$ cat src/rtl/adcseq_pkg.sv
package adcseq_pkg;

  typedef enum logic [1:0] {
    PH_IDLE    = 2'd0,
    PH_SAMPLE  = 2'd1,
    PH_CONVERT = 2'd2
  } phase_e;

  localparam logic [5:0] A_SCANCFG = 6'h00;
  localparam logic [5:0] A_RUNCTL  = 6'h01;
  localparam logic [5:0] A_FLAGS   = 6'h02;
  localparam logic [5:0] A_THI_U   = 6'h04;
  localparam logic [5:0] A_THI_L   = 6'h05;
  localparam logic [5:0] A_TLO_U   = 6'h06;
  localparam logic [5:0] A_TLO_L   = 6'h07;

  function automatic logic [5:0] div_of(input logic [2:0] sel);
    case (sel)
      3'd0:    div_of = 6'd2;
      3'd1:    div_of = 6'd4;
      3'd2:    div_of = 6'd6;
      3'd3:    div_of = 6'd8;
      3'd4:    div_of = 6'd12;
      3'd5:    div_of = 6'd16;
      3'd6:    div_of = 6'd24;
      default: div_of = 6'd32;
    endcase
  endfunction

endpackage

$ cat src/rtl/adcseq_clkdiv.sv
module adcseq_clkdiv
  import adcseq_pkg::*;
(
  input  logic       clk,
  input  logic       rst_n,
  input  logic       en,
  input  logic [2:0] sel,
  output logic       tick
);
  logic [5:0] cnt_q, cnt_n, last;

  assign last = div_of(sel) - 6'd1;
  assign tick = en && (cnt_q == last);

  always_comb begin
    if (!en || cnt_q == last) cnt_n = '0;
    else                      cnt_n = cnt_q + 6'd1;
  end

  always_ff @(posedge clk or negedge rst_n) begin
    if (!rst_n) cnt_q <= '0;
    else        cnt_q <= cnt_n;
  end
endmodule

$ cat src/rtl/adcseq_scan.sv
module adcseq_scan
  import adcseq_pkg::*;
#(
  parameter int NCH      = 16,
  parameter int RES_W    = 10,
  parameter int SAMP_CYC = 8,
  parameter int CONV_CYC = 20
) (
  input  logic                     clk,
  input  logic                     rst_n,
  input  logic                     tick,
  input  logic                     start,
  input  logic [$clog2(NCH)-1:0]   start_ch,
  input  logic                     cont,
  input  logic [RES_W-1:0]         conv_data,
  output logic                     busy,
  output logic                     sampling,
  output logic [$clog2(NCH)-1:0]   ch,
  output logic                     res_valid,
  output logic [RES_W-1:0]         res_data,
  output logic                     done
);
  localparam int CH_W  = $clog2(NCH);
  localparam int MAXC  = (CONV_CYC > SAMP_CYC) ? CONV_CYC : SAMP_CYC;
  localparam int CNT_W = $clog2(MAXC);
  localparam logic [CNT_W-1:0] SAMP_LAST = CNT_W'(SAMP_CYC - 1);
  localparam logic [CNT_W-1:0] CONV_LAST = CNT_W'(CONV_CYC - 1);
  localparam logic [CH_W-1:0]  CH_LAST   = CH_W'(NCH - 1);

  phase_e           ph_q, ph_n;
  logic [CH_W-1:0]  ch_q, ch_n;
  logic [CNT_W-1:0] cnt_q, cnt_n;

  always_comb begin
    ph_n      = ph_q;
    ch_n      = ch_q;
    cnt_n     = cnt_q;
    res_valid = 1'b0;
    done      = 1'b0;
    case (ph_q)
      PH_IDLE: begin
        if (start) begin
          ph_n  = PH_SAMPLE;
          ch_n  = start_ch;
          cnt_n = '0;
        end
      end
      PH_SAMPLE: begin
        if (tick) begin
          if (cnt_q == SAMP_LAST) begin
            ph_n  = PH_CONVERT;
            cnt_n = '0;
          end else begin
            cnt_n = cnt_q + 1'b1;
          end
        end
      end
      PH_CONVERT: begin
        if (tick) begin
          if (cnt_q == CONV_LAST) begin
            res_valid = 1'b1;
            cnt_n     = '0;
            ph_n      = PH_SAMPLE;
            if (ch_q == CH_LAST) begin
              done = 1'b1;
              if (cont) ch_n = start_ch;
              else      ph_n = PH_IDLE;
            end else begin
              ch_n = ch_q + 1'b1;
            end
          end else begin
            cnt_n = cnt_q + 1'b1;
          end
        end
      end
      default: ph_n = PH_IDLE;
    endcase
  end

  always_ff @(posedge clk or negedge rst_n) begin
    if (!rst_n) begin
      ph_q  <= PH_IDLE;
      ch_q  <= '0;
      cnt_q <= '0;
    end else begin
      ph_q  <= ph_n;
      ch_q  <= ch_n;
      cnt_q <= cnt_n;
    end
  end

  assign busy     = (ph_q != PH_IDLE);
  assign sampling = (ph_q == PH_SAMPLE);
  assign ch       = ch_q;
  assign res_data = conv_data;
endmodule

$ cat src/rtl/adcseq_regs.sv
module adcseq_regs
  import adcseq_pkg::*;
#(
  parameter int NCH    = 16,
  parameter int RES_W  = 10,
  parameter int ADDR_W = 6
) (
  input  logic                    clk,
  input  logic                    rst_n,
  input  logic [ADDR_W-1:0]       addr,
  input  logic [7:0]              wdata,
  input  logic                    we,
  input  logic                    re,
  output logic [7:0]              rdata,
  input  logic                    busy,
  input  logic                    res_valid,
  input  logic [$clog2(NCH)-1:0]  res_ch,
  input  logic [RES_W-1:0]        res_data,
  input  logic                    done,
  output logic                    start,
  output logic [$clog2(NCH)-1:0]  start_ch,
  output logic [2:0]              clk_sel,
  output logic                    cont,
  output logic                    eoc_ie,
  output logic                    wd_ie,
  output logic                    eoc_flag,
  output logic [1:0]              wd_flag
);
  localparam int CH_W    = $clog2(NCH);
  localparam int LO_BITS = RES_W - 8;
  localparam logic [RES_W-1:0] THI_RST = '1;

  logic [CH_W-1:0]    first_q, wdb_q;
  logic [7:0]         run_q, run_n;
  logic [RES_W-1:0]   thi_q, thi_n, tlo_q, tlo_n;
  logic               eoc_n;
  logic [1:0]         wd_n, wd_hit;
  logic [7:0]         clr;
  logic [7:0]         rd_n;
  logic [LO_BITS-1:0] shad_q, shad_n;
  logic [RES_W-1:0]   res_q [NCH];
  logic [CH_W-1:0]    rd_ch;
  logic               wr_cfg, wr_run;

  assign wr_cfg  = we && (addr == A_SCANCFG);
  assign wr_run  = we && (addr == A_RUNCTL);
  assign clr     = (we && addr == A_FLAGS) ? wdata : 8'h00;
  assign start   = wr_run && wdata[0] && !busy;
  assign start_ch = first_q;
  assign clk_sel = run_q[7:5];
  assign eoc_ie  = run_q[4];
  assign wd_ie   = run_q[3];
  assign cont    = run_q[1];
  assign rd_ch   = addr[CH_W:1];

  // result storage, one register per channel
  for (genvar gi = 0; gi < NCH; gi++) begin : g_res
    always_ff @(posedge clk or negedge rst_n) begin
      if (!rst_n)                                   res_q[gi] <= '0;
      else if (res_valid && res_ch == CH_W'(gi))    res_q[gi] <= res_data;
    end
  end

  // window compare for the two watched slots
  for (genvar gk = 0; gk < 2; gk++) begin : g_wd
    logic [CH_W-1:0] wch;
    assign wch = wdb_q + CH_W'(gk);
    assign wd_hit[gk] = res_valid && (res_ch == wch) &&
                        ((res_data > thi_q) || (res_data < tlo_q));
  end

  always_comb begin
    run_n = run_q;
    if (wr_run) run_n = {wdata[7:3], 3'b000} | {6'b0, wdata[1], 1'b0};
    thi_n = thi_q;
    tlo_n = tlo_q;
    if (we && addr == A_THI_U) thi_n[RES_W-1 -: 8]   = wdata;
    if (we && addr == A_THI_L) thi_n[LO_BITS-1:0]    = wdata[7 -: LO_BITS];
    if (we && addr == A_TLO_U) tlo_n[RES_W-1 -: 8]   = wdata;
    if (we && addr == A_TLO_L) tlo_n[LO_BITS-1:0]    = wdata[7 -: LO_BITS];
    eoc_n = (eoc_flag & ~clr[0]) | done;
    wd_n  = (wd_flag & ~clr[2:1]) | wd_hit;
  end

  always_comb begin
    rd_n   = rdata;
    shad_n = shad_q;
    if (re) begin
      if (addr[ADDR_W-1]) begin
        if (!addr[0]) begin
          rd_n   = res_q[rd_ch][RES_W-1 -: 8];
          shad_n = res_q[rd_ch][LO_BITS-1:0];
        end else begin
          rd_n   = {shad_q, {(8-LO_BITS){1'b0}}};
        end
      end else begin
        case (addr)
          A_SCANCFG: rd_n = {first_q, wdb_q};
          A_RUNCTL:  rd_n = {run_q[7:2], cont, busy} & 8'hFB;
          A_FLAGS:   rd_n = {busy, 4'b0000, wd_flag, eoc_flag};
          A_THI_U:   rd_n = thi_q[RES_W-1 -: 8];
          A_THI_L:   rd_n = {thi_q[LO_BITS-1:0], {(8-LO_BITS){1'b0}}};
          A_TLO_U:   rd_n = tlo_q[RES_W-1 -: 8];
          A_TLO_L:   rd_n = {tlo_q[LO_BITS-1:0], {(8-LO_BITS){1'b0}}};
          default:   rd_n = 8'h00;
        endcase
      end
    end
  end

  always_ff @(posedge clk or negedge rst_n) begin
    if (!rst_n) begin
      first_q  <= '0;
      wdb_q    <= '0;
      run_q    <= '0;
      thi_q    <= THI_RST;
      tlo_q    <= '0;
      eoc_flag <= 1'b0;
      wd_flag  <= '0;
      rdata    <= '0;
      shad_q   <= '0;
    end else begin
      if (wr_cfg) begin
        first_q <= wdata[7:4];
        wdb_q   <= wdata[3:0];
      end
      run_q    <= run_n;
      thi_q    <= thi_n;
      tlo_q    <= tlo_n;
      eoc_flag <= eoc_n;
      wd_flag  <= wd_n;
      rdata    <= rd_n;
      shad_q   <= shad_n;
    end
  end
endmodule

$ cat src/rtl/adcseq_top.sv
module adcseq_top
  import adcseq_pkg::*;
#(
  parameter int NCH      = 16,
  parameter int RES_W    = 10,
  parameter int ADDR_W   = 6,
  parameter int SAMP_CYC = 8,
  parameter int CONV_CYC = 20
) (
  input  logic                   clk,
  input  logic                   rst_n,
  input  logic [ADDR_W-1:0]      bus_addr,
  input  logic [7:0]             bus_wdata,
  input  logic                   bus_we,
  input  logic                   bus_re,
  output logic [7:0]             bus_rdata,
  output logic [$clog2(NCH)-1:0] mux_sel,
  output logic                   sample_en,
  input  logic [RES_W-1:0]       conv_data,
  output logic                   irq
);
  localparam int CH_W = $clog2(NCH);

  logic [1:0]       rst_sq;
  logic             rst_sync_n;
  logic             adc_tick, busy, start, cont, eoc_ie, wd_ie, eoc_flag, done, res_valid;
  logic [1:0]       wd_flag;
  logic [2:0]       clk_sel;
  logic [CH_W-1:0]  start_ch, cur_ch;
  logic [RES_W-1:0] res_data;

  always_ff @(posedge clk or negedge rst_n) begin
    if (!rst_n) rst_sq <= 2'b00;
    else        rst_sq <= {rst_sq[0], 1'b1};
  end
  assign rst_sync_n = rst_sq[1];

  adcseq_clkdiv u_div (
    .clk(clk), .rst_n(rst_sync_n), .en(busy), .sel(clk_sel), .tick(adc_tick)
  );

  adcseq_scan #(.NCH(NCH), .RES_W(RES_W), .SAMP_CYC(SAMP_CYC), .CONV_CYC(CONV_CYC)) u_scan (
    .clk(clk), .rst_n(rst_sync_n), .tick(adc_tick), .start(start),
    .start_ch(start_ch), .cont(cont), .conv_data(conv_data), .busy(busy),
    .sampling(sample_en), .ch(cur_ch), .res_valid(res_valid),
    .res_data(res_data), .done(done)
  );

  adcseq_regs #(.NCH(NCH), .RES_W(RES_W), .ADDR_W(ADDR_W)) u_regs (
    .clk(clk), .rst_n(rst_sync_n), .addr(bus_addr), .wdata(bus_wdata),
    .we(bus_we), .re(bus_re), .rdata(bus_rdata), .busy(busy),
    .res_valid(res_valid), .res_ch(cur_ch), .res_data(res_data), .done(done),
    .start(start), .start_ch(start_ch), .clk_sel(clk_sel), .cont(cont),
    .eoc_ie(eoc_ie), .wd_ie(wd_ie), .eoc_flag(eoc_flag), .wd_flag(wd_flag)
  );

  assign mux_sel = cur_ch;
  assign irq     = (eoc_flag & eoc_ie) | ((|wd_flag) & wd_ie);
endmodule

$ cat config.mk
export PLATFORM = sky130hd
export DESIGN_NAME = adcseq_top
export DESIGN_NICKNAME = d
export VERILOG_FILES = /design/src/rtl/adcseq_pkg.sv /design/src/rtl/adcseq_clkdiv.sv /design/src/rtl/adcseq_scan.sv /design/src/rtl/adcseq_regs.sv /design/src/rtl/adcseq_top.sv
export SDC_FILE = /design/constraint.sdc
export NUM_CORES = 1
export LEC_CHECK = 0
export CORE_AREA = 3 3 162 164
export DETAILED_ROUTE_END_ITERATION = 7
export DIE_AREA = 0 0 165 167
export GPL_TIMING_DRIVEN = 0
export PLACE_DENSITY_LB_ADDON = 0.08
export SLEW_MARGIN = 40
export SYNTH_ARGS = -nofsm -noshare
export SYNTH_HDL_FRONTEND = slang
export SYNTH_SLANG_ARGS = --single-unit
$ cat constraint.sdc
create_clock -name clk -period 7.7 [get_ports clk]
set_clock_uncertainty 0.15 [all_clocks]
set_input_delay 1.54 -clock clk [delete_from_list [all_inputs] [get_ports clk]]
set_output_delay 1.54 -clock clk [all_outputs]
set_load 0.03 [all_outputs]
-- Word level (Yosys, flattened, before mapping)
Cells that the tools add are included.
- register bits after elaboration: 228
- output and inout bits: 14
- logic and storage cells: 173
- add/sub/neg operators: 5
- $lt $le $gt $ge: 3
- eq/ne operators: 40
- multiplexer cells: 36
- bitwise operators: 12
- reductions and logical operators: 45
- operator list (kind ; count):
    $pmux 8 s7 ; 1
    $pmux 6 s7 ; 1
    $bmux 10 s4 ; 1
    $eq 4x4->1 const B ; 8
    $logic_and 1x1->1 ; 30
    $mux 5 ; 5
    $eq 6x3->1 const B ; 4
    $mux 10 ; 2
    $mux 4 ; 5
    $eq 4x3->1 const B ; 4
    $mux 8 ; 2
    $pmux 5 s3 ; 1
    $mux 2 ; 6
    $gt 10x10->1 ; 1
    $lt 10x10->1 ; 1
    $reduce_and 5->1 ; 2
    $eq 3x3->1 const B ; 3
    $add 4x1->4 const B ; 2
    $eq 4x2->1 const B ; 2
    $eq 4x4->1 ; 2
    $mux 1 ; 8
    $or 8x2->8 ; 1
    $pmux 4 s2 ; 1
    $add 6x1->6 const B ; 1
    other kinds (37) ; 47

-- Longest topological paths before layout
Gate-level depths: netlist of run 1.
- word-level depth: 10
- gate-level depth with buffers: 14
- depth with buffers taken out: 10

-- Cells and area by module
Synthesis of run 1 repeated with hierarchy kept, for this count alone.
- cell total of the unflattened synthesis: 887
- area total of the unflattened synthesis: 11422.2 um^2
- modules (own cells, without submodules) (module ; times used ; cells an instance ; area an instance (um^2) ; seq. area each (um^2)):
    adcseq_regs ; 1 ; 737 ; 10029.6 ; 5192.5
    adcseq_scan ; 1 ; 98 ; 894.6 ; 275.3
    adcseq_clkdiv ; 1 ; 46 ; 431.7 ; 150.1
    adcseq_top ; 1 ; 6 ; 66.3 ; 50.0

-- Worst setup path after synthesis of run 1
Ideal clock, no wire load.
- path kind: in2reg
- from: input port bus_addr[1]
- to: register u_regs.rdata[2]
- arrival time: 3470 ps
- setup slack: 3939 ps
- cell stages on the path: 6
- path through: buf_2 buf_1 mux4_2 mux4_2 nand2_1 a31oi_1
- word-level cells in the longest chain between the ends: 6
- elaborated cells on any way between the ends: 14
- those cells by class: eq/ne: 6; mux: 6; bitwise: 1; reduce/logical: 1
- RTL lines (item ; line ; RTL):
    start: declaration ; adcseq_top.sv:12 ; input logic [ADDR_W-1:0] bus_addr,
    $not 4->5 (not written as such) ; adcseq_regs.sv:91 ; rd_n = res_q[rd_ch][RES_W-1 -: 8];
    $bmux 10 s4 ; adcseq_regs.sv:91 ;
    $mux 10 (not written as such) (2 in series) ; adcseq_regs.sv:91 ;
    $mux 8 ; adcseq_regs.sv:90 ; if (!addr[0]) begin
    $mux 8 * ; adcseq_regs.sv:89 ; if (addr[ADDR_W-1]) begin
    end signal: assignment ; adcseq_regs.sv:132 ; rdata <= rd_n;
    end: declaration ; adcseq_regs.sv:14 ; output logic [7:0] rdata,
Mark *: on every way between the ends. The rest lies on a longest branch, timed or not. The select of a mux whose other input is x is not followed.
A chain may end at the register's enable or synchronous reset.

-- Final worst setup path of run 1
- from: input port bus_addr[2]
- to: register u_regs.rdata[1]
Same word-level chain as after synthesis.

==> impl_metrics.csv, run 1 <==
group,metric,value,unit
run_status,status,"finished clean",
timing,min_period,4.385,ns
route,ant_nets,0,
route,vias,7470,
timing,finalSetupViolCount,0,
route,via_per_inst,5.845,
global_routing,grt_max_degree,46,
die,num_rows,58,
synthesis,syn_inst,857,
job,max-cap-violations,0,
clock_network,cts.sinks,226,
die,pin_count,42,
clock_network,clk_path_buf_depth,3,
pwr,ir_drop,184.4,uV
synthesis,syn_area,11430,sq um
synthesis,synth_cell_types,59,
pwr,p_sw_share,28.83,%
placement,dp_hpwl,20.99,mm
pwr,internal_power,2.279,mW
pwr,p_leak,5.727,nW
timing,worst_slack,3.315,ns
critical_path,critPathArrivalTime,4.62,ns
clock_network,numCtsBuffers,28,
pwr,seq_power_share,43.0,%
critical_path,startpoint,"bus_addr[2]",
critical_path,path_buf_inv,3,
critical_path,crit_fanout,10,
route,initialDrtViolationCount,518,
global_routing,track_usage,22.09,%
timing,drv_slew,0,
critical_path,ff2ff_path_depth,12,
die,initial_core_util,45.66,%
die,dieWidth,165,um
critical_path,critPathKind,"in -> reg",
finish,num-nets-final,991,
clock_network,post-cts-setup-buffers,0,
timing,timing.fmax,228.1,MHz
placement,dp_slack,2.726,ns
global_routing,grt_pass1_wl,46.86,mm
timing,tightest_slew,0.8301,ns
critical_path,worstSetupPathDepth,7,
die,dieHeight,167,um
critical_path,r2r-end,"u_regs.res_q[32]$_DFFE_PN0P_",
route,wl_per_cell,23.17,um
die,fp.coreArea,25040,sq um
synthesis,synth-edff-count,0,
finish,syn2layout_area_growth,15.45,%
timing,max_slew_margin,44.66,%
synthesis,syn_area_per_cell,13.34,sq um
die,design.die.area,27560,sq um
pwr,clockPowerShare,37.9,%
timing,rsz0062_at_grt,"no",
finish,post-route-util,52.72,%
global_routing,grt_overflow_total,0,
clock_network,h-tree-depth,1,
finish,fillers,2124,
clock_network,cts_tree,"done",
route,firstDrtPassIters,5,
clock_network,cts_hold_buf,0,
synthesis,synth_nets,917,
critical_path,worstPathCellList,"clkdlybuf4s50_1, clkbuf_1, clkbuf_1, mux4_2, mux4_2, a221oi_1, a21oi_1",
critical_path,critical-path-top-delay-family,"buffers and inverters",
finish,num_antenna_cells,0,
global_routing,antenna_found_initial,0,
critical_path,slowest_stage,"clkbuf_1",
clock_network,root_buffer,"clkbuf_16",
synthesis,async_reset_ff_share,100.0,%
hold_path,hold_path.class,"reg -> async",
pwr,p_switching,0.9231,mW
synthesis,yosys_most_used_dff,"dfrtp_1",
global_routing,grt_pass1_vias,8054,
route,drt-total-wl,29.61,mm
critical_path,critical_path_required,7.94,ns
critical_path,reg2reg_slack,3.78,ns
critical_path,critPathCaptureType,"flop",
clock_network,path_clk_slew,0.06,ns
critical_path,critPathMaxStageDelay,0.61,ns
placement,place_congestion,0.8636,
pwr,total_power,3.202,mW
route,drc,0,
clock_network,cts_resized,0,
timing,fin_crit_sh,56.95,%
synthesis,yosysWarnings,0,
critical_path,r2r_start,"u_regs.run_q[7]$_DFFE_PN0P_",
pwr,comb_power_share,19.0,%
timing,hold_viol,0,
finish,drive_gt1_share,33.97,%
placement,place.port_buffers,38,
synthesis,ys_seq_area_share,49.58,%
synthesis,ys_seq_elements,226,
pwr,p_per_area,242.6,nW/um^2
critical_path,startpoint_type,"input port",
clock_network,clock_latency,0.56,ns
==> power by group through the flow <==
stage                     Clock [mW]  Combinational [mW]  Sequential [mW]
after global placement             0               0.556             1.41
final                           1.22               0.609             1.38
after detailed placement           0               0.608             1.40
after global routing            1.30               0.680             1.39
after CTS                       1.25               0.611             1.38
after floorplan                    0               0.412             1.39
==> area by class of cell <==
type                       count  area [sq um]  share of cell area (%)
buffer                        56         249.0                   1.886
multi-input combinational    542          5394                   40.87
clock buffer                  43         807.0                   6.114
inverter                      33         123.9                  0.9385
sequential                   226          5672                   42.97
tap                          330         412.9                   3.128
clock inverter                 4         48.80                  0.3697
timing repair buffer          44         491.7                   3.725
==> registers in the layout (all words and copies together), names as in the netlist, 4 cells and up <==
register,count
u_div.cnt_q,6
u_regs.start_ch,4
u_regs.thi_q,10
u_regs.tlo_q,10
u_scan.ch,4
u_scan.cnt_q,5
u_regs.run_q,6
u_regs.rdata,8
u_regs.wdb_q,4
u_regs.res_q,160
==> metrics by stage <==
| step | area [sq um] | setup TNS [ns] | std cells | hold WS [ns] |
|---|---|---|---|---|
| 5_1_grt | 13200 | 0 | 1278 | 0.1932 |
| 3_5_place_dp | 12330 | 0 | 1230 | 0.1691 |
| 6_report | 13200 | 0 | 1278 | 0.1474 |
| 3_3_place_gp | 12230 | -274.49 | 1225 | 0.1896 |
| 4_1_cts | 13190 | 0 | 1277 | 0.1662 |
| 2_1_floorplan | 11430 | 0 | 857 | 0.1812 |
==> synthesized netlist by cell type, drive strengths merged, types with 3 or more instances <==
library cell | instances | share of area, %
nor3b | 3 | 0.20
and4b | 4 | 0.35
a211oi | 4 | 0.26
nor2 | 32 | 1.1
xor2 | 10 | 0.77
dfstp | 10 | 2.3
o41ai | 3 | 0.23
buf | 20 | 0.97
nor2b | 6 | 0.33
or2 | 3 | 0.19
o211ai | 5 | 0.33
mux4 | 45 | 8.9
a21oi | 26 | 1.1
a21o | 4 | 0.26
o21ai | 19 | 0.83
ha | 32 | 3.5
dfrtp | 216 | 47
nand2 | 32 | 1.1
mux2 | 193 | 19
nor3 | 5 | 0.22
nand2b | 4 | 0.22
o22ai | 4 | 0.22
a31oi | 4 | 0.22
or3 | 3 | 0.16
mux2i | 24 | 2.1
nand4b | 5 | 0.38
clkbuf | 36 | 1.2
nand4 | 10 | 0.71
nand3 | 14 | 0.61
nand4bb | 4 | 0.39
o221ai | 4 | 0.31
and3 | 3 | 0.16
inv | 33 | 1.1
xnor2 | 4 | 0.31
a221oi | 8 | 0.61
==> metal layers <==
| layer | GRT usage, % | wire, um | vias to the layer above |
|---|---|---|---|
| li1 | - | - | 3337 |
| met1 | 30.33 | 13100 | 3896 |
| met2 | 37.17 | 14500 | 185 |
| met3 | 2.687 | 1127 | 52 |
| met4 | 5.799 | 884 | 0 |
| met5 | 0 | 0 | - |
==> kinds of logic (layout without fill, tap and decap cells) <==
| family | count (synthesis) | after routing | share of synthesized area (%) |
|---|---|---|---|
| other | 1 | 1 | 0.03280 |
| XOR/XNOR | 14 | 14 | 1.072 |
| buffers and inverters | 89 | 180 | 3.240 |
| flip-flops | 226 | 226 | 49.58 |
| AND/OR/NAND/NOR | 138 | 138 | 6.742 |
| adder cells (fa/ha/maj) | 32 | 32 | 3.502 |
| multiplexers | 262 | 262 | 30.31 |
| AO/OA/AOI/OAI | 95 | 95 | 5.527 |
==> placed cells by master (no fill, tap or decap), types with 5 or more instances in the layout <==
cell type / n
mux2_4: 10
mux2i_1: 24
buf_2: 18
a21oi_1: 26
nand3_1: 14
nand2_1: 32
nor2_1: 32
clkbuf_1: 45
ha_1: 32
clkbuf_8: 5
xor2_1: 10
inv_1: 32
dfstp_2: 10
o211ai_1: 5
clkbuf_16: 28
nor3_1: 5
dfrtp_1: 215
nand4b_1: 5
nand4_1: 7
a221oi_1: 8
o21ai_0: 19
mux2_2: 183
nor2b_1: 6
clkdlybuf4s50_1: 38
buf_12: 5
mux4_2: 45
==> worst max path at each step <==
| stage | to | slack (ns) |
|---|---|---|
| after CTS | u_regs.rdata[1]$_DFFE_PN0P_ | 3.29 |
| after global placement | u_div.cnt_q[3]$_DFF_PN0_ | -1.30 |
| after global routing | u_regs.rdata[1]$_DFFE_PN0P_ | 3.15 |
| final | u_regs.rdata[1]$_DFFE_PN0P_ | 3.32 |
| after detailed placement | u_regs.rdata[1]$_DFFE_PN0P_ | 2.73 |
| after floorplan | u_div.cnt_q[0]$_DFF_PN0_ | 0.80 |
Power figures use the tool's default switching activity.
==> run 2: changes to the inputs <==
==> constraint.sdc (replaced) <==
create_clock -name clk -period 4.5 [get_ports clk]
set_clock_uncertainty 0.15 [all_clocks]
set_input_delay 0.9 -clock clk [delete_from_list [all_inputs] [get_ports clk]]
set_output_delay 0.9 -clock clk [all_outputs]
set_load 0.03 [all_outputs]
==> run 2 against run 1 <==
- total power grew 74%
- register-to-register slack worse by 3.2 ns
- die area did not move
- first-iteration DRC count down 17%
- cell count hardly changed
- combinational power grew 71%
- setup slack worse by 2.8 ns
- sequential power up 70%
- worst hold slack worse by 0.13 ns
- non-clock buffer count unchanged
- design area up 0.33%
- critical path type is now reg -> reg
- largest power group unchanged
==> impl_metrics.csv, run 2 (synthesized netlist as in run 1, its figures left out) <==
group,metric,value,unit
clock_network,post-cts-setup-buffers,0,
route,initialDrtViolationCount,431,
finish,top_register,"u_regs.res_q",
placement,place.port_buffers,38,
timing,fin_tns_setup,0,ns
timing,worst_slack,0.5507,ns
finish,largest_register_ffs,160,
pwr,total_power,5.556,mW
die,design.die.area,27560,sq um
finish,fin_cells,1279,
timing,hold_viol,0,
critical_path,critical-path-top-delay-family,"simple AND/OR/NAND/NOR gates",
clock_network,path_clk_slew,0.06,ns
clock_network,cts_resized,0,
critical_path,critPathArrivalTime,4.23,ns
timing,timing.fmax,253.2,MHz
die,pin_count,42,
placement,place_congestion,0.8714,
critical_path,critPathMaxStageDelay,0.51,ns
clock_network,clk_path_buf_depth,3,
clock_network,clock_latency,0.55,ns
run_status,status,"finished clean",
timing,whs,0.01936,ns
placement,dp_hpwl,20.86,mm
timing,drv_slew,0,
timing,max_slew_margin,40.43,%
clock_network,h-tree-depth,1,
finish,reg.largest.list,"u_regs.res_q (160), u_regs.thi_q (10), u_regs.tlo_q (10)",
die,initial_core_util,45.66,%
timing,min_period,3.949,ns
critical_path,worstPathCellList,"clkbuf_1, xor2_1, o21ai_0, ha_1, nor2_1, nand4_1, a311oi_2, and3_1, buf_2, buf_2, nand4_2, mux2_2",
timing,rsz0062_at_grt,"no",
critical_path,ff2ff_path_depth,12,
critical_path,slowest_stage,"nand4_2",
critical_path,reg2reg_slack,0.55,ns
critical_path,startpoint_type,"flop",
route,drt-total-wl,29.33,mm
clock_network,numCtsBuffers,26,
global_routing,track_usage,21.67,%
global_routing,grt_overflow_total,0,
route,via_per_inst,5.725,
critical_path,path_common_cell,"buf_2",
critical_path,path_buf_inv,3,
finish,syn2layout_area_growth,15.84,%
clock_network,cts.sinks,226,
critical_path,r2r-end,"u_regs.res_q[34]$_DFFE_PN0P_",
timing,tightest_slew,0.8935,ns
clock_network,cts_hold_buf,0,
global_routing,antenna_found_initial,0,
route,wl_per_cell,22.93,um
timing,fin_crit_sh,87.76,%
clock_network,root_buffer,"clkbuf_16",
critical_path,critical_path_required,4.78,ns
die,num_rows,58,
placement,dp_cells,1231,
finish,layout_common_cells,"dfrtp_1 (215), mux2_2 (183), mux4_2 (45)",
global_routing,grt_max_degree,46,
critical_path,worstSetupPathDepth,12,
critical_path,critPathKind,"reg -> reg",
critical_path,endpoint,"u_regs.res_q[34]$_DFFE_PN0P_",
clock_network,cts_tree,"done",
finish,num-nets-final,989,
pwr,ir_drop,311.1,uV
critical_path,crit_fanout,10,
finish,final_common_cell,"dfrtp_1",
die,fp.coreArea,25040,sq um
finish,num_antenna_cells,0,
job,max-cap-violations,0,
route,firstDrtPassIters,5,
global_routing,grt_pass1_wl,45.63,mm
placement,dp_slack,0.1250,ns
timing,finalSetupViolCount,0,
hold_path,hold_path.class,"reg -> async",
critical_path,critPathCaptureType,"flop",
critical_path,r2r_start,"u_regs.run_q[7]$_DFFE_PN0P_",
route,ant_nets,0,
pwr,p_leak,5.760,nW
route,vias,7322,
die,dieHeight,167,um
finish,drive_gt1_share,34.67,%
route,drc,0,
global_routing,grt_pass1_vias,7773,
die,dieWidth,165,um
pwr,p_per_area,419.5,nW/um^2
critical_path,startpoint,"u_regs.run_q[7]$_DFFE_PN0P_",
## run 2: final cells by class
| class | instances | area (sq um) |
|---|---|---|
| tap | 330 | 412.9 |
| timing repair buffer | 44 | 500.5 |
| buffer | 56 | 251.5 |
| fill | 2135 | 11790 |
| clock buffer | 36 | 728.2 |
| inverter | 33 | 123.9 |
| multi-input combinational | 542 | 5394 |
| clock inverter | 12 | 160.2 |
| sequential | 226 | 5672 |
## run 2: how the worst min path moves through the flow
stage	end	cells after the start	start
5_1_grt	u_regs.res_q[85]$_DFFE_PN0P_	0	rst_sq[1]$_DFF_PN0_
3_3_place_gp	rst_sq[1]$_DFF_PN0_	0	rst_sq[0]$_DFF_PN0_
4_1_cts	u_regs.res_q[115]$_DFFE_PN0P_	0	rst_sq[1]$_DFF_PN0_
2_1_floorplan	rst_sq[1]$_DFF_PN0_	0	rst_sq[0]$_DFF_PN0_
6_report	u_regs.res_q[85]$_DFFE_PN0P_	0	rst_sq[1]$_DFF_PN0_
3_5_place_dp	u_regs.res_q[85]$_DFFE_PN0P_	0	rst_sq[1]$_DFF_PN0_
## run 2: routing by layer
| layer | up-vias | GRT usage [%] | wire (um) |
|---|---|---|---|
| met5 | - | 0 | 0 |
| met4 | 0 | 6.163 | 846 |
| met3 | 51 | 3.134 | 1234 |
| met2 | 153 | 35.44 | 14170 |
| met1 | 3795 | 30.14 | 13080 |
| li1 | 3323 | - | - |
## run 2: through the flow
stage,util [%],cell area (sq um)
2_1_floorplan,-,11430
3_3_place_gp,48.84,12230
3_5_place_dp,49.34,12350
4_1_cts,52.88,13240
5_1_grt,52.89,13240
6_report,52.89,13240
## run 2: power breakdown
group / total [mW] / internal (mW) / switching, mW
Combinational: 1.04 / 0.460 / 0.577
Clock: 2.17 / 1.31 / 0.859
Sequential: 2.35 / 2.21 / 0.141
Total: 5.56 / 3.98 / 1.58
==> run 3: changes to the inputs <==
--- a/config.mk
+++ b/config.mk
@@ -5,6 +5,7 @@
 export SDC_FILE = /design/constraint.sdc
 export NUM_CORES = 1
 export LEC_CHECK = 0
+export CAP_MARGIN = 20
 export CORE_AREA = 3 3 162 164
 export DETAILED_ROUTE_END_ITERATION = 7
 export DIE_AREA = 0 0 165 167
==> results of run 3 <==
No change in the layout: final DEF, timing and power equal those of run 2.
